**src/rtl/uart_fifo_irq_pkg.sv**
```systemverilog
package uart_fifo_irq_pkg;
  typedef struct packed {
    logic       brk;
    logic       overrun;
    logic       parity_err;
    logic       frame_err;
    logic [7:0] data;
  } rx_entry_t;

  localparam int unsigned ST_RXRDY = 0;
  localparam int unsigned ST_AGE   = 1;
  localparam int unsigned ST_TXRDY = 2;
  localparam int unsigned ST_BRK   = 3;
  localparam int unsigned N_SRC    = 4;
endpackage

```
**src/rtl/ufi_fifo.sv**
```systemverilog
module ufi_fifo #(
  parameter int unsigned W     = 8,
  parameter int unsigned DEPTH = 32,
  localparam int unsigned PTR_W = (DEPTH > 1) ? $clog2(DEPTH) : 1,
  localparam int unsigned CNT_W = $clog2(DEPTH + 1)
) (
  input  logic             clk_i,
  input  logic             rst_ni,
  input  logic             wr_i,
  input  logic [W-1:0]     wdata_i,
  input  logic             rd_i,
  output logic [W-1:0]     rdata_o,
  output logic [CNT_W-1:0] count_o,
  output logic             full_o,
  output logic             empty_o
);
  logic [W-1:0]     mem_q [DEPTH];
  logic [PTR_W-1:0] wptr_q, rptr_q;
  logic [CNT_W-1:0] count_q;
  logic             wr_ok, rd_ok;

  assign full_o  = (count_q == CNT_W'(DEPTH));
  assign empty_o = (count_q == '0);
  assign wr_ok   = wr_i && !full_o;
  assign rd_ok   = rd_i && !empty_o;
  assign rdata_o = mem_q[rptr_q];
  assign count_o = count_q;

  function automatic logic [PTR_W-1:0] nxt(input logic [PTR_W-1:0] p);
    return (p == PTR_W'(DEPTH - 1)) ? '0 : p + PTR_W'(1);
  endfunction

  always_ff @(posedge clk_i or negedge rst_ni) begin
    if (!rst_ni) begin
      wptr_q  <= '0;
      rptr_q  <= '0;
      count_q <= '0;
    end else begin
      if (wr_ok) wptr_q <= nxt(wptr_q);
      if (rd_ok) rptr_q <= nxt(rptr_q);
      if (wr_ok && !rd_ok)      count_q <= count_q + CNT_W'(1);
      else if (rd_ok && !wr_ok) count_q <= count_q - CNT_W'(1);
    end
  end

  always_ff @(posedge clk_i) begin
    if (wr_ok) mem_q[wptr_q] <= wdata_i;
  end

  assert_count_bound_R11: assert property (@(posedge clk_i) disable iff (!rst_ni)
    count_q <= CNT_W'(DEPTH));
  assert_push_grows_R11: assert property (@(posedge clk_i) disable iff (!rst_ni)
    (wr_i && !full_o && !rd_i) |=> (count_q == $past(count_q) + CNT_W'(1)));
  assert_full_holds_R11: assert property (@(posedge clk_i) disable iff (!rst_ni)
    (full_o && !rd_i) |=> full_o);
endmodule

```
**src/rtl/ufi_age_timer.sv**
```systemverilog
module ufi_age_timer #(
  parameter int unsigned AGE_CHARS = 8,
  localparam int unsigned AW = $clog2(AGE_CHARS + 1)
) (
  input  logic clk_i,
  input  logic rst_ni,
  input  logic nonempty_i,
  input  logic restart_i,
  input  logic tick_i,
  output logic expire_o
);
  logic [AW-1:0] cnt_q;

  assign expire_o = tick_i && nonempty_i && !restart_i && (cnt_q == AW'(AGE_CHARS - 1));

  always_ff @(posedge clk_i or negedge rst_ni) begin
    if (!rst_ni)                         cnt_q <= '0;
    else if (restart_i || !nonempty_i)   cnt_q <= '0;
    else if (tick_i && cnt_q != AW'(AGE_CHARS)) cnt_q <= cnt_q + AW'(1);
  end

  // counter only advances while data waits
  assert_idle_when_empty_R6: assert property (@(posedge clk_i) disable iff (!rst_ni)
    (cnt_q != '0) |-> nonempty_i);
  assert_restart_zero_R6: assert property (@(posedge clk_i) disable iff (!rst_ni)
    restart_i |=> (cnt_q == '0));
endmodule

```
**src/rtl/uart_fifo_irq.sv**
```systemverilog
module uart_fifo_irq
  import uart_fifo_irq_pkg::*;
#(
  parameter int unsigned DEPTH     = 32,
  parameter int unsigned AGE_CHARS = 8,
  localparam int unsigned LVL_W    = $clog2(DEPTH + 1),
  localparam int unsigned EW       = $bits(rx_entry_t)
) (
  input  logic             clk_i,
  input  logic             rst_ni,
  input  logic             rx_valid_i,
  input  logic [7:0]       rx_data_i,
  input  logic             rx_frame_err_i,
  input  logic             rx_parity_err_i,
  input  logic             rx_break_i,
  input  logic             char_tick_i,
  input  logic             rx_pop_i,
  output logic [EW-1:0]    rx_entry_o,
  output logic [LVL_W-1:0] rx_count_o,
  output logic             rx_avail_o,
  input  logic             tx_push_i,
  input  logic [7:0]       tx_data_i,
  input  logic             tx_pop_i,
  output logic [7:0]       tx_data_o,
  output logic             tx_valid_o,
  output logic [LVL_W-1:0] tx_count_o,
  input  logic [LVL_W-1:0] rx_level_i,
  input  logic [LVL_W-1:0] tx_level_i,
  input  logic [N_SRC-1:0] irq_en_i,
  input  logic [N_SRC-1:0] clr_i,
  output logic [N_SRC-1:0] status_o,
  output logic             irq_o
);
  rx_entry_t        rx_wdata;
  logic             rx_full, rx_empty, tx_full, tx_empty;
  logic             ovr_pend_q, age_expire;
  logic [N_SRC-1:0] set_vec, status_q;

  assign rx_wdata = '{brk: rx_break_i, overrun: ovr_pend_q, parity_err: rx_parity_err_i,
                      frame_err: rx_frame_err_i, data: rx_data_i};

  ufi_fifo #(.W(EW), .DEPTH(DEPTH)) u_rx_fifo (
    .clk_i, .rst_ni, .wr_i(rx_valid_i), .wdata_i(rx_wdata), .rd_i(rx_pop_i),
    .rdata_o(rx_entry_o), .count_o(rx_count_o), .full_o(rx_full), .empty_o(rx_empty)
  );

  ufi_fifo #(.W(8), .DEPTH(DEPTH)) u_tx_fifo (
    .clk_i, .rst_ni, .wr_i(tx_push_i), .wdata_i(tx_data_i), .rd_i(tx_pop_i),
    .rdata_o(tx_data_o), .count_o(tx_count_o), .full_o(tx_full), .empty_o(tx_empty)
  );

  ufi_age_timer #(.AGE_CHARS(AGE_CHARS)) u_age (
    .clk_i, .rst_ni, .nonempty_i(!rx_empty), .restart_i(rx_valid_i || rx_pop_i),
    .tick_i(char_tick_i), .expire_o(age_expire)
  );

  // overrun is reported on the next entry that fits
  always_ff @(posedge clk_i or negedge rst_ni) begin
    if (!rst_ni)                 ovr_pend_q <= 1'b0;
    else if (rx_valid_i)         ovr_pend_q <= rx_full;
  end

  always_comb begin
    set_vec           = '0;
    set_vec[ST_RXRDY] = (rx_count_o >= rx_level_i);
    set_vec[ST_AGE]   = age_expire;
    set_vec[ST_TXRDY] = (tx_count_o <= tx_level_i);
    set_vec[ST_BRK]   = rx_valid_i && rx_break_i;
  end

  always_ff @(posedge clk_i or negedge rst_ni) begin
    if (!rst_ni) status_q <= '0;
    else         status_q <= (status_q & ~clr_i) | set_vec;
  end

  assign status_o   = status_q;
  assign irq_o      = |(status_q & irq_en_i);
  assign rx_avail_o = !rx_empty;
  assign tx_valid_o = !tx_empty;

  assert_age_needs_data_R6: assert property (@(posedge clk_i) disable iff (!rst_ni)
    $rose(status_q[ST_AGE]) |-> $past(!rx_empty));
  assert_brk_source_R10: assert property (@(posedge clk_i) disable iff (!rst_ni)
    $rose(status_q[ST_BRK]) |-> $past(rx_valid_i && rx_break_i));
  assert_brk_clear_R8: assert property (@(posedge clk_i) disable iff (!rst_ni)
    (clr_i[ST_BRK] && !(rx_valid_i && rx_break_i)) |=> !status_q[ST_BRK]);
  assert_txrdy_level_R5: assert property (@(posedge clk_i) disable iff (!rst_ni)
    $rose(status_q[ST_TXRDY]) |-> $past(tx_count_o <= tx_level_i));
  assert_ovr_flag_R7: assert property (@(posedge clk_i) disable iff (!rst_ni)
    (rx_valid_i && rx_full) |=> ovr_pend_q);
endmodule

```
**config.mk**
```make
export PLATFORM = sky130hd
export DESIGN_NAME = uart_fifo_irq
export DESIGN_NICKNAME = d
export VERILOG_FILES = /design/src/rtl/uart_fifo_irq_pkg.sv /design/src/rtl/ufi_fifo.sv /design/src/rtl/ufi_age_timer.sv /design/src/rtl/uart_fifo_irq.sv
export SDC_FILE = /design/constraint.sdc
export NUM_CORES = 1
export LEC_CHECK = 0
export BUFFER_PORTS_ARGS = -buffer_cell sky130_fd_sc_hd__buf_2
export CAP_MARGIN = 15
export CORE_ASPECT_RATIO = 0.7
export CORE_MARGIN = 10
export CORE_UTILIZATION = 35
export DETAILED_ROUTE_END_ITERATION = 12
export GPL_ROUTABILITY_DRIVEN = 0
export HOLD_SLACK_MARGIN = 0.15
export SYNTH_ARGS = -nofsm -noshare
export SYNTH_HDL_FRONTEND = slang
export SYNTH_SLANG_ARGS = --single-unit
```
**constraint.sdc**
```tcl
create_clock -name clk_i -period 3.3 [get_ports clk_i]
set_input_delay 0.495 -clock clk_i [delete_from_list [all_inputs] [get_ports clk_i]]
set_output_delay 0.495 -clock clk_i [all_outputs]
set_load 0.01 [all_outputs]
```
==> results.md, run 1 <==
Status:
- The flow ran to the end, and the final reports show no timing, DRC or antenna violations.

Timing:
- Setup repair after global routing left no endpoint under its margin.
- The count of final hold-check violations is 0.
- The maximum operating frequency is 309.7 MHz.
- The number of endpoints failing setup at the final stage is 0.
- The worst setup slack after layout is 0.07074 ns.
- After layout, the minimum clock period comes to 3.229 ns.
- The ratio of final minimum period to clock period is 97.86%.
- The final number of max-transition violations is 0.
- The setup TNS is 0 ns.
- The worst pin sits at a relative slew slack of 29.64%.
- Between clock sinks in the finished design, the worst skew comes to 0.02622 ns.
- The measured slew at the worst slew-check pin is 1.052 ns.

Layout:
- The fraction of layout instances using a drive strength above 1 is 21.49%.
- The area overhead of the layout relative to synthesis is 16.37%.
- Once layout is complete, the cells apart from fillers number 2804.
- The post-layout instance area is 32010 um2.
- The final-stage net count is 1789.

Placed design:
- The placed wire-length estimate is 41.75 mm.
- The placement-stage worst setup slack is 0.2408 ns.
- Summing all placed instances gives a cell area of 29490 um2.
- During placement, the flow inserted port buffers numbering 84.
- The placed cell count is 2659.

Run:
- The tool flagged a number of max-cap violations equal to 0.

Global routing:
- The layer flagged by global routing as most heavily used is met1.
- The number of antenna violations at the first check in global routing is 2.
- The first global-routing pass estimated 98.49 mm of wire.
- The combined global-route utilization of all metal layers is 14.44%.
- The global routing usage on met3 is 4.152%.
- Summed over all layers, the global routing overflow is 0.
- Global routing used 22.06% of the available met1 tracks.
- The via count of the first global-routing pass came to 14840.
- Global routing consumed, on the met2 layer, 19.92% of the routing resources.
- The maximum number of pins on one net before global-route repair is 69.

Die:
- The die covers 90390 um2.
- The horizontal die dimension is 355.1 um.
- In this run the count of I/O pins placed on the die edge is 85.
- The total area inside the core boundary comes to 77420 um2.
- In this run the core area contains 85 standard-cell rows.
- The initial utilization of the core area, before any placement, comes to 35.53%.
- The vertical die dimension is 254.6 um.

Worst setup path:
- Along the worst path, the maximum fanout reaches 24.
- The critical path is of the flop to primary output type.
- The arrival time of the worst setup path is 2.73 ns.
- The startpoint kind of the worst setup timing path is a flop.
- The worst setup path is captured at a primary output.
- The data required time at the worst endpoint is 2.80 ns.

Logic synthesis:
- The share of synthesized registers carrying an async set or reset is 6.021%.
- The most used flip-flop cell after synthesis is edfxtp_1.
- The cell area after technology mapping is 27510 um2.
- The net count after synthesis is 1622.
- The number of standard cells after synthesis is 1536.
- Each instance of the synthesized netlist takes up on average 17.91 um2.
- The synthesized design contains 640 enable-type register cells.
- Summing the sequential cell areas from Yosys gives 73.59% of the chip area.
- The count of distinct cell types in the synthesized netlist is 61.
- The post-synthesis sequential element count is 681.
- The number of warnings reported in the yosys synthesis log is 0.

Routing:
- The detailed router's first-iteration violation count is 1284.
- The number of search-and-repair iterations in the first detailed-routing pass is 5.
- The residual antenna-violating net count after detailed routing is 0.
- Using the TritonRoute via totals, the vias-per-cell ratio works out to 5.287.
- The total routed wirelength is 66.46 mm.
- After detailed routing, the average wire length per cell comes to 23.70 um.
- The number of remaining DRC errors is 0.
- The final route contains 14820 vias.

Clock network:
- The H-tree was split into 3 levels.
- The count of clock tree sinks is 681.
- The number of clock buffers added by TritonCTS is 70.
- At the later pin of the worst-skew pair, clock insertion delay measures 0.62 ns.
- The number of buffers between clock root and the deepest sink is 3.
- TritonCTS built the clock tree.
- The root buffer cell chosen for the clock tree is clkbuf_16.
- Clock-pin slew was measured on the worst setup and hold paths at 0.06 ns.

Pwr:
- The fraction of power consumed by sequential logic is 42.2%.
- In this run the power spent charging and discharging nets is 8.175 mW.
- Combinational logic is responsible for 28.1% of the overall power.
- The internal power is 17.31 mW.
- The leakage power of the design is 11.01 nW.
- In this run the power density over the cells is 795.9 nW/um2.
- Of the total power, the share spent switching nets is 32.09%.
- The worst-case IR drop observed on VDD is 0.0003840 V.
- The clock network burns 29.7% of the power.

Min path:
- The worst hold path class is input pin to flop.
## sequential cells by signal, summed over array words and instances, names as in the netlist
register           flops
u_rx_fifo.mem_q      384
u_tx_fifo.mem_q      256
u_rx_fifo.count_o      6
u_tx_fifo.count_o      6
u_rx_fifo.rptr_q       5
u_rx_fifo.wptr_q       5
u_tx_fifo.rptr_q       5
u_tx_fifo.wptr_q       5
status_o               4
u_age.cnt_q            4
ovr_pend_q             1
## synth_stat cells, drive strengths merged (9+ instances only)
| cell | n | share of area (%) |
|---|---|---|
| dfrtp | 41 | 3.7 |
| nor2 | 86 | 1.2 |
| edfxtp | 640 | 70 |
| clkbuf | 35 | 0.48 |
| ha | 38 | 1.7 |
| nand3 | 55 | 1.0 |
| nand2 | 58 | 0.83 |
| inv | 28 | 0.38 |
| a221oi | 9 | 0.31 |
| mux2i | 162 | 5.9 |
| a21oi | 27 | 0.49 |
| nand4 | 13 | 0.30 |
| mux4 | 80 | 6.7 |
| mux2 | 9 | 0.37 |
| o21ai | 26 | 0.47 |
| a22oi | 90 | 2.5 |
| buf | 40 | 0.93 |
## worst max-delay path, cell delays in order (launching register included)
cell and delay [ns]:
dfrtp_4 0.65, buf_4 0.26, mux4_2 0.31, a22oi_1 0.45, nand4_1 0.23, buf_2 0.21
## worst paths after layout
check	to	slack (ns)	from	cells after the start
min in group asynchronous	u_tx_fifo.rptr_q[4]	0.67	rst_ni	2
max in group asynchronous	u_rx_fifo.rptr_q[2]	1.86	rst_ni	2
worst min-delay path	status_o[0]	0.22	clr_i[0]	4
worst max-delay path	rx_entry_o[0]	0.07	u_rx_fifo.rptr_q[2]	5
worst min register to register	status_o[3]	0.56	status_o[3]	2
worst max register to register	u_rx_fifo.count_o[5]	0.21	u_rx_fifo.count_o[3]	10
## timing repair
item,4_1_cts,5_1_grt
pin swaps,0,0
gates resized for setup,5,10
cloned,0,1
hold buffers,3,0
endpoints found under the setup margin,20,11
setup buffers,11,0
endpoints found under the hold margin,43,0
## cell usage in the layout (no fill, tap or decap), drive strengths merged, types with 3 or more instances in the layout
master,n
inv,33
mux2i,162
nor4,5
a21o,7
edfxtp,640
and2,3
clkinv,37
buf,166
xnor2,7
nand3b,6
o31ai,4
ha,38
nor3,3
o22ai,3
dfrtp,41
nand2b,5
or3,4
and3,6
nand4,13
a221oi,9
clkbuf,85
a22oi,90
a21oi,27
dlygate4sd3,3
xor2,5
or4,3
nand4b,3
nand3,55
nor2b,6
nor2,86
o21ai,26
mux4,80
nand2,58
nor3b,3
a22o,8
mux2,9
## final cells by class
cell class              count  area [um2]
well taps                1044        1306
inverters                  28       105.1
diodes                      1       2.502
repair buffers            170        1321
fillers                  6909       45410
clock buffers              84        1857
flip-flops and latches    681       20260
clock inverters            44       322.8
multi-input cells         752        6840
## power by group through the flow
stage               clock network, mW  logic (mW)  registers (mW)
finish                           7.57        7.16            10.7
global route                     8.09        7.71            10.8
CTS                              7.73        7.04            10.7
detailed placement                  0        6.69            11.0
global placement                    0        6.62            11.0
floorplan                           0        4.51            10.6
## cell families (layout without fill, tap and decap cells)
group / count (synthesis) / in the layout / share of synthesized area [%]
adder cells (fa/ha/maj): 40 / 40 / 1.874
multiplexers: 251 / 251 / 12.92
other: 0 / 1 / 0
buffers and inverters: 103 / 326 / 1.792
XOR/XNOR: 12 / 12 / 0.3820
flip-flops: 681 / 681 / 73.59
AND/OR/NAND/NOR: 265 / 265 / 4.653
AO/OA/AOI/OAI: 184 / 184 / 4.789
## layer usage
layer | routed length [um] | up-vias
met3 | 6020 | 103
met4 | 1187 | 2
met1 | 31590 | 7674
met5 | 13 | -
met2 | 27640 | 548
li1 | - | 6497
## through the flow
step / power [mW] / hold WS (ns) / utilization, %
floorplan: 15.10 / 0.1994 / -
global placement: 17.60 / 0.5452 / 38.09
detailed placement: 17.72 / 0.5628 / 38.09
CTS: 25.51 / 0.1730 / 41.21
global route: 26.62 / 0.2163 / 41.35
finish: 25.48 / 0.2151 / 41.35
(Power assumes the default switching activity.)
==> inputs of run 2 (changes only) <==
Clock period 3.3 ns to 3 ns, I/O delays scaled along.
==> run 2 against run 1 <==
  * The flow now finishes with violations (setup timing)
  * Worst setup slack worse by 0.10 ns
  * Global-route usage grew 0.32 points
  * Critical path depth increased by 3
  * Sequential cell count unchanged
  * Register-to-register slack worse by 0.08 ns
  * Final cell count is 2.2% higher
  * Total power is 16% higher
  * Die area did not move
  * Critical endpoint is now rx_entry_o[2]
  * Highest routed layer unchanged
==> results.md, run 2 (synthesis results as in run 1) <==
Placed design:
- The placed wire-length estimate is 43.80 mm (+4.9%).
- The number of port buffers is 84 (unchanged).
- The placement-stage worst setup slack is 0.09296 ns (-0.1478 ns).

Layout:
- The final-layout fill cell count came to 6788 (-1.8%).
- From synthesis to final layout, the design area changed by 20.68%.
- The fraction of layout instances using a drive strength above 1 is 28.57% (+7.1 points).
- More flip-flops sit in one register than any other, and that register is u_rx_fifo.mem_q.
- In the layout the commonest cells are edfxtp_1, mux2i_1, buf_4, nor2_1, buf_2.
- The final-stage net count is 1853 (+3.6%).
- Leaving out fill and tap cells, the most frequent cell in the layout is edfxtp_1.
- In the final layout, the registers with the most flip-flops are u_rx_fifo.mem_q: 384 flops, u_tx_fifo.mem_q: 256 flops.
- The number of flip-flops in the largest register is 384 (unchanged).

Status:
- The run finished, with violations left.
- The final reports fail on setup timing.

Routing:
- The average detailed-routed wire length per instance is 23.89 um (+0.80%).
- The number of remaining DRC errors came to 0 (unchanged).
- The via-per-instance ratio is 5.312 (+0.47%).
- The total vias in the final route is 15220 (+2.7%).
- The residual antenna-violating net count after detailed routing is 0 (unchanged).
- The number of search-and-repair iterations in the first detailed-routing pass came to 5 (unchanged).
- The total routed wirelength is 68.45 mm (+3.0%).
- The detailed router's first-iteration violation count was 1625 (+27%).

Min path:
- The worst hold path stage count was 2 (-2).
- In this run the most critical hold path is launched from rx_valid_i.
- The worst hold path terminates at ovr_pend_q.
- The worst hold path class is input pin to flop.

Die:
- The core area is 77420 um2 (unchanged).
- The horizontal die dimension is 355.1 um (unchanged).
- The effective utilization at floorplan came to 35.53% (unchanged).
- The number of ports placed on the die boundary is 85 (unchanged).
- The vertical die dimension was 254.6 um (unchanged).
- The die footprint was 90390 um2 (unchanged).
- The number of core rows is 85 (unchanged).

Worst setup path:
- The cell count of the worst reg-to-reg path is 9 (-1).
- The startpoint identified for the worst register-to-register timing path is u_tx_fifo.count_o[2].
- The data required time at the worst endpoint is 2.55 ns (-0.25 ns).
- The endpoint identified for the worst register-to-register timing path is u_tx_fifo.count_o[5].
- The signal on the critical path passes through buf_12 -> buf_16 -> buf_12 -> buf_6 -> mux4_2 -> a22oi_2 -> nand4_1 -> buf_2.
- The arrival time of the worst setup path was 2.58 ns (-0.15 ns).
- The category of the most critical setup path is flop to primary output.
- The gate family responsible for the most delay along the worst path is buffers and inverters.
- The critical path capture point type is a primary output.
- The maximum fanout along the worst path is 8 (-67%).
- The critical path's slowest cell is dfrtp_4.
- The startpoint kind of the worst setup timing path is a flop.
- The buffer and inverter count on the worst path came to 5 (+3).
- The worst setup slack for register-to-register paths is 0.13 ns (-0.08 ns).
- The dominant cell type by count on the critical path is buf_12.
- The stage delay of the slowest cell on the critical path was 0.53 ns (-0.12 ns).

Timing:
- The measured slew at the worst slew-check pin was 1.005 ns (-0.04606 ns).
- The final number of max-transition violations is 0 (unchanged).
- The number of endpoints failing setup at the final stage is 9 (+9).
- The count of final hold-check violations is 0 (unchanged).
- Derived from the worst setup path, the maximum achievable clock frequency is 329.6 MHz.
- The final critical path takes up 101.1% of the cycle.
- Setup repair after global routing could not meet its margin everywhere.
- The worst setup slack after layout is -0.03412 ns (-0.1049 ns).
- The worst-case headroom to the max-slew limit is 32.72% (+3.1 points).
- The worst hold margin is 0.1881 ns (-0.02696 ns).
- The final setup skew is 0.02628 ns (+0.00006110 ns).
- The minimum clock period after layout is 3.034 ns.

Clock network:
- The tree is rooted in a clkbuf_16.
- The number of buffers between clock root and the deepest sink is 3 (unchanged).
- The H-tree level count was 3 (unchanged).
- The clock-pin slew on the worst setup and hold paths came to 0.06 ns (about the same).
- The count of clock tree sinks is 681 (unchanged).
- The clock insertion delay at the later pin of the skew report is 0.61 ns (about the same).
- TritonCTS built the clock tree.
- The number of buffers created by CTS is 70 (unchanged).

Global routing:
- The number of antenna violations at the first check in global routing is 1 (-1).
- The total grt overflow came to 0 (unchanged).
- The maximum number of pins on one net before global-route repair is 35 (-49%).
- The combined global-route utilization of all metal layers came to 14.77% (+0.32 points).
- The wire length of the first global-routing pass is 100.5 mm (+2.1%).
- The via count of the first global-routing pass came to 14900 (+0.40%).

Run:
- The count of maximum capacitance violations came to 0 (unchanged).

Pwr:
- The total power of the final layout was 29.49 mW (+16%).
- The leakage power of the design came to 11.43 nW (+3.8%).
- The maximum resistive drop on vdd is 0.0004326 V (+13%).
- The power per cell area is 888.1 nW/um2 (+12%).
run 2: cell types whose count changed in the layout (fill, tap and decap cells not counted), sizes merged:
cell | previous run | this run
dlygate4sd3 | 3 | 4
bufinv | 2 | 5
buf | 166 | 225
inv | 33 | 32
clkinvlp | 0 | 3
clkinv | 37 | 24
clkbuf | 85 | 94
run 2: through the flow:
step | TNS (ns) | instances | instance area (um2) | util, %
final | -0.1664 | 2865 | 33200 | 42.88
after global routing | -1.678 | 2864 | 33200 | 42.88
after global placement | 0 | 2689 | 29810 | 38.51
after CTS | -0.5365 | 2836 | 32600 | 42.10
after floorplan | 0 | 1536 | 27520 | -
after detailed placement | 0 | 2689 | 29810 | 38.51
run 2: cell type report:
cell class	instances	area, um2	share of cell area, %
clock inverters	36	326.6	0.9836
diodes	1	2.502	0.007538
flip-flops and latches	681	20260	61.02
multi-input cells	752	7238	21.80
inverters	28	105.1	0.3166
repair buffers	234	2107	6.347
clock buffers	89	1854	5.585
well taps	1044	1306	3.935
run 2: what timing repair did:
item,in CTS,in global routing
gates resized for setup,72,54
cloned,2,6
buffers inserted,16,22
pin swaps,17,44
hold buffers,4,0
endpoints found under the hold margin,35,0
endpoints found under the setup margin,20,22
run 2: per-layer routing:
layer  part of all wire, %  track usage, %  up-vias
met3                   9.0           4.138       70
met4                   1.6           3.092        2
met1                    48           23.09     7925
met5                 0.010               0        -
met2                    41           19.95      596
li1                      -               -     6625
run 2: how the worst max path moves through the flow:
stage / startpoint / endpoint / cells past startpoint
after detailed placement: u_tx_fifo.count_o[2] / u_tx_fifo.count_o[5] / 9
after global placement: u_rx_fifo.count_o[0] / u_rx_fifo.count_o[5] / 10
after global routing: u_tx_fifo.rptr_q[0] / tx_data_o[6] / 7
after CTS: u_rx_fifo.rptr_q[0] / rx_entry_o[10] / 8
after floorplan: u_rx_fifo.count_o[0] / u_rx_fifo.count_o[5] / 10
final: u_rx_fifo.rptr_q[0] / rx_entry_o[2] / 8
run 2: power by group:
group          internal [mW]  switching [mW]  total, mW  leakage (nW)
combinational           4.15            5.24       9.39          4.11
sequential              11.1           0.563       11.7          6.26
clock                   4.82            3.58       8.41          1.06
total                   20.1            9.39       29.5          11.4
==> inputs of run 3 (changes only) <==
Settings changed: ABC_AREA set to 1, REMOVE_ABC_BUFFERS set to 1.
==> run 3 against run 2 <==
  * The flow now finishes without violations
  * First-iteration DRC count grew 41%
  * Global-route usage increased by 0.57 points
  * Clock skew grew 0.0030 ns
  * Sequential share of layout area down 4.7 points
  * Critical endpoint is now rx_entry_o[5]
==> results.md, run 3 <==
Status:
- The flow ran to the end, and the final reports show no timing, DRC or antenna violations.

Routing:
- The residual antenna-violating net count after detailed routing came to 0 (unchanged).
- The wire length the detailed router placed on met1 is 38.76 mm (+18%).
- The met2 wirelength from detailed routing came to 34.24 mm (+21%).
- The via-per-instance ratio is 4.845 (-8.8%).
- The total routed wirelength is 81.12 mm (+19%).
- The number of search-and-repair iterations in the first detailed-routing pass is 5 (unchanged).
- The highest layer touched by signal routing is met4.
- The detailed router's first-iteration violation count was 2297 (+41%).
- The number of remaining DRC errors was 0 (unchanged).
- The total vias in the final route is 21120 (+39%).
- The average detailed-routed wire length per instance was 18.61 um (-22%).
- The total length of routed met3 wires is 6.588 mm (+7.1%).

Clock network:
- The clock-pin slew on the worst setup and hold paths came to 0.06 ns (about the same).
- The H-tree level count is 3 (unchanged).
- The number of buffers between clock root and the deepest sink came to 3 (unchanged).
- The number of buffers created by CTS came to 74 (+5.7%).
- The count of clock tree sinks is 681 (unchanged).
- TritonCTS built the clock tree.
- Clock tree synthesis selected as its root buffer the cell clkbuf_16.
- The clock insertion delay at the later pin of the skew report was 0.62 ns (about the same).

Layout:
- In the layout the commonest cells are nand2_1, edfxtp_1, inv_1, nand3_1, nor2_1.
- The final standard cell count with taps included and fillers excluded is 4359 (+52%).
- The largest registers in the layout are u_rx_fifo.mem_q: 384 flops, u_tx_fifo.mem_q: 256 flops.
- The post-layout instance area is 35980 um2 (+8.4%).
- The final core utilization is 41.82% (-1.1 points).
- The commonest non-fill, non-tap cell in the layout is nand2_1.
- The number of flip-flops in the largest register is 384 (unchanged).
- The number of diodes added for antenna fixing is 0 (-1).
- The register with the most flip-flops in the final layout is u_rx_fifo.mem_q.
- The fraction of layout instances using a drive strength above 1 was 13.99% (-15 points).
- Relative to the synthesized area, the layout overhead comes to 18.76%.
- The final-stage net count is 3236 (+75%).

Timing:
- The worst setup slack after layout is 0.008285 ns (+0.04241 ns).
- The ratio of final minimum period to clock period came to 99.72% (-1.4 points).
- The measured slew at the worst slew-check pin is 1.200 ns (+0.1948 ns).
- The final number of max-transition violations is 0 (unchanged).
- The minimum clock period after layout is 2.992 ns (-0.04241 ns).
- The number of endpoints failing setup at the final stage is 0 (-9).
- The worst-case headroom to the max-slew limit was 19.36% (-13 points).
- Setup repair after global routing could not meet its margin everywhere.
- The count of final hold-check violations is 0 (unchanged).
- The maximum operating frequency was 334.3 MHz (+1.4%).
- The final setup skew was 0.02929 ns (+0.003010 ns).

Logic synthesis:
- The post-synthesis sequential element count came to 681 (unchanged).
- The area share of the largest cell type after synthesis was 63.44% (-6.4 points).
- After synthesis, the most frequently instantiated cells are nand2_1, edfxtp_1, inv_1.
- The share of cell area taken by muxes after synthesis is 0% (-13 points).
- By area the synthesized netlist is led by edfxtp_1, nand2_1, nand3_1.
- The number of standard cells after synthesis is 2990 (+95%).
- The average instance area after synthesis was 10.13 um2 (-43%).
- The number of flops mapped to enable cells by yosys is 640 (unchanged).
- The part of the Yosys area used for sequential elements is 66.83% (-6.8 points).
- After synthesis, the largest family of logic cells by area is simple AND/OR/NAND/NOR gates.
- The fraction of the mapped netlist area in compound gates is 1.809% (-3.0 points).
- The share of synthesized registers carrying an async set or reset is 6.021% (unchanged).
- Among all flip-flop cells after synthesis, the most frequent one is edfxtp_1.
- The fraction of the mapped netlist area in adder cells is 1.702% (-0.17 points).
- The count of distinct cell types in the synthesized netlist is 33 (-46%).
- The library cell with the highest instance count after synthesis is nand2_1.
- The post-synthesis simple-gate area fraction came to 22.01% (+17 points).
- The XOR/XNOR share of the synthesized area came to 0.3180% (-0.064 points).
- Summed over all instances, the cell type with the most area after synthesis is edfxtp_1.
- The number of warnings reported in the yosys synthesis log was 0 (unchanged).
- The cell area after technology mapping is 30290 um2 (+10%).

Worst setup path:
- The cell count of the worst reg-to-reg path is 11 (+2).
- The worst setup slack for register-to-register paths is 0.49 ns (+0.36 ns).
- In this run the worst setup path begins at u_rx_fifo.rptr_q[0].
- The arrival time of the worst setup path is 2.54 ns (-0.04 ns).
- The category of the most critical setup path is flop to primary output.
- The stage delay of the slowest cell on the critical path is 0.50 ns (-0.03 ns).
- Among the stages of the critical path, the cell type that occurs most often is nand2_1.
- The maximum fanout along the worst path is 21 (+13).
- The slowest stage of the critical path is the dfrtp_4 cell.
- In this run the critical register-to-register path is captured at u_tx_fifo.count_o[4].
- The data required time at the worst endpoint came to 2.55 ns (about the same).
- The worst register-to-register path begins at u_tx_fifo.count_o[2].
- STA classifies the critical path endpoint as a primary output.
- The worst setup path is launched from a flop.
- Walking the worst path, the cells encountered are buf_12 -> buf_4 -> clkbuf_16 -> nand2_1 -> nand3_1 -> nand2_1 -> nand2_2 -> nand3_2 -> nand3_1 -> nand2_1 -> buf_2.

Die:
- The number of ports placed on the die boundary is 85 (unchanged).
- The core area is 86030 um2 (+11%).
- The vertical die dimension is 266.1 um (+4.5%).
- The horizontal die dimension is 371.6 um (+4.7%).
- The effective utilization at floorplan is 35.21% (-0.32 points).
- The number of core rows is 90 (+5.9%).
- The die footprint is 98910 um2 (+9.4%).

Global routing:
- The maximum number of pins on one net before global-route repair is 99 (+180%).
- The wire length of the first global-routing pass is 117.9 mm (+17%).
- The total grt overflow is 0 (unchanged).
- The combined global-route utilization of all metal layers is 15.34% (+0.57 points).
- The via count of the first global-routing pass is 19280 (+29%).
- The number of antenna violations at the first check in global routing came to 1 (unchanged).

Placed design:
- The placed wire-length estimate is 45.83 mm (+4.6%).
- The placed cell count is 4177 (+55%).
- The instance area at placement came to 32330 um2 (+8.5%).
- The placement-stage worst setup slack is 0.4734 ns (+0.3804 ns).
- The number of port buffers is 84 (unchanged).

Min path:
- For hold timing, the worst endpoint is u_age.cnt_q[0].
- The launch point of the worst hold path is rx_pop_i.
- The path class of the tightest hold or removal check is input pin to flop.
- The worst hold path stage count is 4 (+2).

Pwr:
- The leakage power of the design came to 15.07 nW (+32%).
- The maximum resistive drop on vdd was 0.0005310 V (+23%).
- The total power of the final layout is 32.60 mW (+11%).
- The power per cell area was 906.2 nW/um2 (+2.0%).

Run:
- The count of maximum capacitance violations was 0 (unchanged).
run 3: cell count changes after synthesis, moves of 72 or more:
cell     previous run  this run
mux4_2             72         0
inv_1              27       395
mux2i_1           162         0
nand2_1            54       987
nand3_1            55       374
nor2_1             85       164
a22oi_1            90         0
run 3: worst max-delay path by stage:
stage                       endpoint  slack (ns)  cells past startpoint
2_1_floorplan          rx_entry_o[0]       -4.27                      8
3_3_place_gp   u_tx_fifo.mem_q[5][2]        0.47                      4
3_5_place_dp   u_tx_fifo.mem_q[2][6]        0.47                      4
4_1_cts               rx_entry_o[10]       -0.01                     10
5_1_grt               rx_entry_o[11]       -0.04                     10
6_report               rx_entry_o[5]       0.008                     11
run 3: final cells by class:
cell class                 instances  area [um2]
clock buffer                      94        2009
clock inverter                    41       402.9
fill                            8187       50060
inverter                         405        1540
multi-input combinational       1765        8168
sequential                       681       20260
tap                             1150        1439
timing repair buffer             223        2158
run 3: stage by stage:
stage / hold WS, ns / TNS, ns
2_1_floorplan: 0.1544 / -80.05
3_3_place_gp: 0.4950 / 0
3_5_place_dp: 0.4995 / 0
4_1_cts: 0.1702 / -0.03995
5_1_grt: 0.2140 / -0.3619
6_report: 0.2101 / 0
run 3: routing by layer:
metal | GRT usage (%) | up-vias
li1 | - | 10090
met1 | 23.50 | 10140
met2 | 21.88 | 786
met3 | 3.103 | 104
met4 | 3.544 | 0
met5 | 0 | -
run 3: timing repair:
action / 4_1_cts / 5_1_grt
resized for setup: 13 / 99
pin swaps: 0 / 22
endpoints found under the hold margin: 36 / 0
buffers inserted: 2 / 11
cloned: 3 / 17
setup endpoints to repair: 16 / 20
hold buffers: 10 / 0
run 3: power by group:
group	total (mW)	leakage, nW	switching [mW]	internal [mW]
Clock	9.14	1.18	3.84	5.30
Combinational	11.9	7.61	7.82	4.12
Sequential	11.5	6.27	0.478	11.0
Total	32.6	15.1	12.1	20.5
run 3: logic make-up (layout without fill, tap and decap cells):
family | count (synthesis) | count (layout)
xor+xnor | 11 | 11
fa+ha+maj | 40 | 40
flops | 681 | 681
buf+inv | 544 | 763
compound gates | 105 | 105
simple gates | 1609 | 1609
run 3: worst max-delay path: cells and delay by family, from the launching register on:
kind / cells / cell delay, ns
AND/OR/NAND/NOR: 7 / 0.75
buffers and inverters: 4 / 0.65
flip-flops: 1 / 0.50
